--- config.mk ---
export PLATFORM = sky130hd
export DESIGN_NAME = tick_down_timer
export DESIGN_NICKNAME = d
export VERILOG_FILES = /design/src/rtl/tdt_pkg.sv /design/src/rtl/tdt_prescaler.sv /design/src/rtl/tdt_counter.sv /design/src/rtl/tdt_regs.sv /design/src/rtl/tick_down_timer.sv
export SDC_FILE = /design/constraint.sdc
export NUM_CORES = 1
export LEC_CHECK = 0
export BUFFER_PORTS_ARGS = -buffer_cell sky130_fd_sc_hd__buf_2
export CAP_MARGIN = 15
export CORE_UTILIZATION = 50
export CTS_CLUSTER_DIAMETER = 120
export CTS_CLUSTER_SIZE = 14
export DETAILED_ROUTE_END_ITERATION = 12
export GPL_TIMING_DRIVEN = 1
export PLACE_DENSITY = 0.7
export SYNTH_ARGS = -nofsm -noshare
export SYNTH_HDL_FRONTEND = slang
export SYNTH_HIERARCHICAL = 1
export SYNTH_SLANG_ARGS = --single-unit
--- constraint.sdc ---
create_clock -name clk -period 3.8 [get_ports clk]
set_input_delay 0.38 -clock clk [delete_from_list [all_inputs] [get_ports clk]]
set_output_delay 0.38 -clock clk [all_outputs]
set_load 0.02 [all_outputs]
--- src/rtl/tdt_pkg.sv ---
package tdt_pkg;
  typedef enum logic [1:0] {
    REG_CTRL  = 2'd0,
    REG_START = 2'd1,
    REG_COUNT = 2'd2,
    REG_DIV   = 2'd3
  } reg_sel_e;

  localparam int VEC_W     = 8;
  localparam int MASK_BIT  = 16;
  localparam int REPEAT_BIT = 17;
  localparam int DIV_W     = 4;
  localparam logic [DIV_W-1:0] DIV_KEEP = 4'hB;
  localparam int SHIFT_W   = 3;

  function automatic logic [SHIFT_W-1:0] div_to_shift(input logic [DIV_W-1:0] cfg);
    logic [SHIFT_W-1:0] code;
    code = {cfg[3], cfg[1:0]};
    return code + 3'd1;
  endfunction
endpackage

--- src/rtl/tdt_prescaler.sv ---
module tdt_prescaler #(
  parameter int SHIFT_W = 3,
  localparam int PRE_W = (1 << SHIFT_W) - 1
) (
  input  logic               clk,
  input  logic               rst,
  input  logic               clear,
  input  logic [SHIFT_W-1:0] shift,
  output logic               tick
);
  logic [PRE_W-1:0] pre_q;
  logic [PRE_W:0]   span;
  logic [PRE_W-1:0] sel;

  always_comb begin
    span = ({{PRE_W{1'b0}}, 1'b1} << shift) - 1'b1;
    sel  = span[PRE_W-1:0];
    tick = ((pre_q & sel) == sel);
  end

  always_ff @(posedge clk) begin
    if (rst || clear) pre_q <= '0;
    else              pre_q <= pre_q + 1'b1;
  end
endmodule

--- src/rtl/tdt_counter.sv ---
module tdt_counter #(
  parameter int CNT_W = 32
) (
  input  logic             clk,
  input  logic             rst,
  input  logic             load,
  input  logic [CNT_W-1:0] load_val,
  input  logic [CNT_W-1:0] reload_val,
  input  logic             repeat_mode,
  input  logic             tick,
  output logic [CNT_W-1:0] count,
  output logic             expire
);
  localparam logic [CNT_W-1:0] ONE = {{(CNT_W-1){1'b0}}, 1'b1};

  assign expire = tick && !load && (count == ONE);

  always_ff @(posedge clk) begin
    if (rst) begin
      count <= '0;
    end else if (load) begin
      count <= load_val;
    end else if (tick) begin
      if (count != '0)      count <= count - ONE;
      else if (repeat_mode) count <= reload_val;
    end
  end
endmodule

--- src/rtl/tdt_regs.sv ---
module tdt_regs
  import tdt_pkg::*;
#(
  parameter int DATA_W = 32,
  parameter int CNT_W  = 32
) (
  input  logic              clk,
  input  logic              rst,
  input  logic              wr,
  input  logic [1:0]        addr,
  input  logic [DATA_W-1:0] wdata,
  input  logic [CNT_W-1:0]  count,
  input  logic              expire,
  output logic              start_load,
  output logic [CNT_W-1:0]  start_val,
  output logic [VEC_W-1:0]  vec,
  output logic              masked,
  output logic              repeat_mode,
  output logic [DIV_W-1:0]  div_cfg,
  output logic [DATA_W-1:0] rdata,
  output logic              irq_req,
  output logic [VEC_W-1:0]  irq_vec
);
  reg_sel_e sel;
  logic [DATA_W-1:0] rd_mux;

  assign sel        = reg_sel_e'(addr);
  assign start_load = wr && (sel == REG_START);

  always_ff @(posedge clk) begin
    if (rst) begin
      vec         <= '0;
      masked      <= 1'b0;
      repeat_mode <= 1'b0;
      start_val   <= '0;
      div_cfg     <= '0;
    end else if (wr) begin
      case (sel)
        REG_CTRL: begin
          vec         <= wdata[VEC_W-1:0];
          masked      <= wdata[MASK_BIT];
          repeat_mode <= wdata[REPEAT_BIT];
        end
        REG_START: start_val <= wdata[CNT_W-1:0];
        REG_DIV:   div_cfg   <= wdata[DIV_W-1:0] & DIV_KEEP;
        default: ;
      endcase
    end
  end

  always_comb begin
    rd_mux = '0;
    case (sel)
      REG_CTRL: begin
        rd_mux[VEC_W-1:0]  = vec;
        rd_mux[MASK_BIT]   = masked;
        rd_mux[REPEAT_BIT] = repeat_mode;
      end
      REG_START: rd_mux[CNT_W-1:0] = start_val;
      REG_COUNT: rd_mux[CNT_W-1:0] = count;
      REG_DIV:   rd_mux[DIV_W-1:0] = div_cfg;
      default: ;
    endcase
  end

  always_ff @(posedge clk) begin
    if (rst) begin
      rdata   <= '0;
      irq_req <= 1'b0;
      irq_vec <= '0;
    end else begin
      rdata   <= rd_mux;
      irq_req <= expire && !masked;
      if (expire) irq_vec <= vec;
    end
  end
endmodule

--- src/rtl/tick_down_timer.sv ---
module tick_down_timer
  import tdt_pkg::*;
#(
  parameter int DATA_W = 32,
  parameter int CNT_W  = 32
) (
  input  logic              clk,
  input  logic              rst,
  input  logic              reg_wr,
  input  logic [1:0]        reg_addr,
  input  logic [DATA_W-1:0] reg_wdata,
  output logic [DATA_W-1:0] reg_rdata,
  output logic              irq_req,
  output logic [VEC_W-1:0]  irq_vec
);
  logic              load_w;
  logic [CNT_W-1:0]  start_w;
  logic [VEC_W-1:0]  vec_w;
  logic              mask_w;
  logic              rep_w;
  logic [DIV_W-1:0]  div_w;
  logic [CNT_W-1:0]  cnt_w;
  logic              exp_w;
  logic              tick_w;

  tdt_regs #(.DATA_W(DATA_W), .CNT_W(CNT_W)) u_regs (
    .clk(clk), .rst(rst), .wr(reg_wr), .addr(reg_addr), .wdata(reg_wdata),
    .count(cnt_w), .expire(exp_w), .start_load(load_w), .start_val(start_w),
    .vec(vec_w), .masked(mask_w), .repeat_mode(rep_w), .div_cfg(div_w),
    .rdata(reg_rdata), .irq_req(irq_req), .irq_vec(irq_vec)
  );

  tdt_prescaler #(.SHIFT_W(SHIFT_W)) u_pre (
    .clk(clk), .rst(rst), .clear(load_w), .shift(div_to_shift(div_w)),
    .tick(tick_w)
  );

  tdt_counter #(.CNT_W(CNT_W)) u_cnt (
    .clk(clk), .rst(rst), .load(load_w), .load_val(reg_wdata[CNT_W-1:0]),
    .reload_val(start_w), .repeat_mode(rep_w), .tick(tick_w),
    .count(cnt_w), .expire(exp_w)
  );
endmodule

==> flow_summary.json <==
{
  "syn_to_final_growth_pct": 13.19,
  "rsz0062_at_grt": "false",
  "io_buffers": 77,
  "chipWidth_um": 116.2,
  "htreeDepth": 4,
  "p_leak_nw": 2.854,
  "slew_violations": 0,
  "peakVddDrop_uv": 347.6,
  "cts_buffer_depth": 2,
  "clockRootBuffer": "clkbuf_16",
  "drc_errors": 0,
  "dieArea_mm2": 0.01350,
  "cts_tree": "built",
  "p_per_area_mw_per_mm2": 487.4,
  "clkTransAtPathRegs_ns": 0.06,
  "worstMarginPinSlew_ns": 1.119,
  "insertion_delay_ns": 0.43,
  "final_cell_mix": "dfxtp_1 (125), nor2_1 (78), buf_2 (75), a21oi_1 (54), a21bo_1 (41)",
  "dr.pass1.iters": 6,
  "critPathArrivalTime_ns": 3.57,
  "worst_r2r_endpoint": "u_cnt/count[20]$_SDFFE_PP0P_",
  "worstSetupStartpointType": "flop",
  "dp_hpwl_um": 11680,
  "hold-worst-slack_ns": 0.2103,
  "rrSetupSlack_ns": 0.57,
  "routabilityCongestion": 0.9157,
  "post_cts_buffers": 0,
  "min_path_cells": 3,
  "yosys_warnings": 6,
  "status": "complete, no violations",
  "vias_per_cell": 5.991,
  "drive_gt1_share_pct": 23.72,
  "clock_sinks": 125,
  "finalWirelength_um": 17620,
  "min_from": "reg_wdata[26]",
  "diodes": 0,
  "grt_overflow": 0,
  "antenna_found_initial": 0,
  "grt_pass1_wl_um": 28450,
  "end_kind": "flop",
  "die-height_um": 116.2,
  "placed_cell_area_mm2": 0.006857,
  "cap_viol_max_count": 0,
  "grt_max_degree": 97,
  "core_mm2": 0.01267,
  "finalSetupViolations": 0,
  "final_nets": 818,
  "design_area_mm2": 0.007377,
  "grt_usage_pct": 27.49,
  "timing.final.crit_share_pct": 84.93,
  "syn-cell-area_mm2": 0.006518,
  "vias": 5727,
  "grt_pass1_vias": 5396,
  "cts_resized": 0,
  "layout_commonest_cell": "dfxtp_1",
  "final.setup.tns_ns": 0,
  "row_count": 41,
  "fin_worst_skew_ns": 0.009410,
  "critical_path_required_ns": 4.14,
  "cp_max_fo": 13,
  "syn_area_per_cell_um2": 9.027,
  "hold_violations": 0,
  "drt_iter0_markers": 565,
  "timing.rr.start": "u_cnt/count[21]$_SDFFE_PP0P_",
  "hp-class": "input port to flop",
  "start_util_pct": 51.44,
  "reg2regPathDepth": 6,
  "syn-num-nets": 768,
  "cts_buffers": 17,
  "clock.fmax_mhz": 309.9,
  "wl_per_cell_um": 18.43,
  "path_class": "flop to flop",
  "io_pins": 78,
  "ant_nets": 0,
  "relSlewSlack_pct": 25.37,
  "synthesis.instances": 722,
  "p_total_mw": 3.596,
  "postCtsHoldBufs": 0,
  "hold_path_end": "u_regs/start_val[26]$_SDFFE_PP0P_",
  "period_minus_slack_ns": 3.227
}
## flip-flops by register name, summed over array words and instances, names as in the netlist
register	count
u_cnt/count	32
u_regs/rdata	32
u_regs/start_val	32
u_regs/irq_vec	8
u_regs/vec	8
u_pre/pre_q	7
u_regs/div_cfg	3
u_regs/irq_req	1
u_regs/masked	1
u_regs/repeat_mode	1
## metrics by stage
step	util (%)	instances	worst slack, ns
after CTS	58.22	956	0.5919
after global placement	54.11	925	0.7008
final	58.22	956	0.5727
after detailed placement	54.11	925	0.6091
after floorplan	-	722	1.005
after global routing	58.22	956	0.3242
## where the power goes
group / switching, mW / leakage [nW] / internal (mW)
sequential: 0.0952 / 1.02 / 1.38
combinational: 0.427 / 1.58 / 0.260
clock: 0.563 / 0.262 / 0.870
## metal layers
metal	global-route usage, %	up-vias	wire (um)
met5	0	-	0
met4	9.829	0	242
met3	5.501	25	1249
met2	44.80	222	8427
met1	36.22	2719	7700
li1	-	2761	-
## worst max-delay path by stage
stage | start | endpoint | slack, ns | cells past startpoint
CTS | u_cnt/count[21]$_SDFFE_PP0P_ | u_cnt/count[20]$_SDFFE_PP0P_ | 0.59 | 6
global route | u_regs/div_cfg[0]$_SDFFE_PP0P_ | u_cnt/count[11]$_SDFFE_PP0P_ | 0.32 | 9
detailed placement | u_cnt/count[21]$_SDFFE_PP0P_ | u_cnt/count[20]$_SDFFE_PP0P_ | 0.61 | 6
global placement | u_cnt/count[21]$_SDFFE_PP0P_ | u_cnt/count[20]$_SDFFE_PP0P_ | 0.70 | 6
floorplan | u_cnt/count[21]$_SDFFE_PP0P_ | u_cnt/count[7]$_SDFFE_PP0P_ | 1.01 | 7
finish | u_cnt/count[21]$_SDFFE_PP0P_ | u_cnt/count[20]$_SDFFE_PP0P_ | 0.57 | 6
## critical path, cell delays in order, from the launching register on
cell and delay (ns):
dfxtp_1 0.39, or4_4 0.61, or4_4 0.56, or4_4 0.68
o21ai_2 0.44, o21ai_0 0.19, a221oi_2 0.27
## area by class of cell
class	count	area, um2
clock buffers	23	478.0
clock inverters	8	42.54
fillers	1163	5294
inverters	21	78.83
multi-input cells	513	3542
flip-flops and latches	125	2502
well taps	172	215.2
repair buffers	94	518.0
Power figures use the tool's default switching activity.
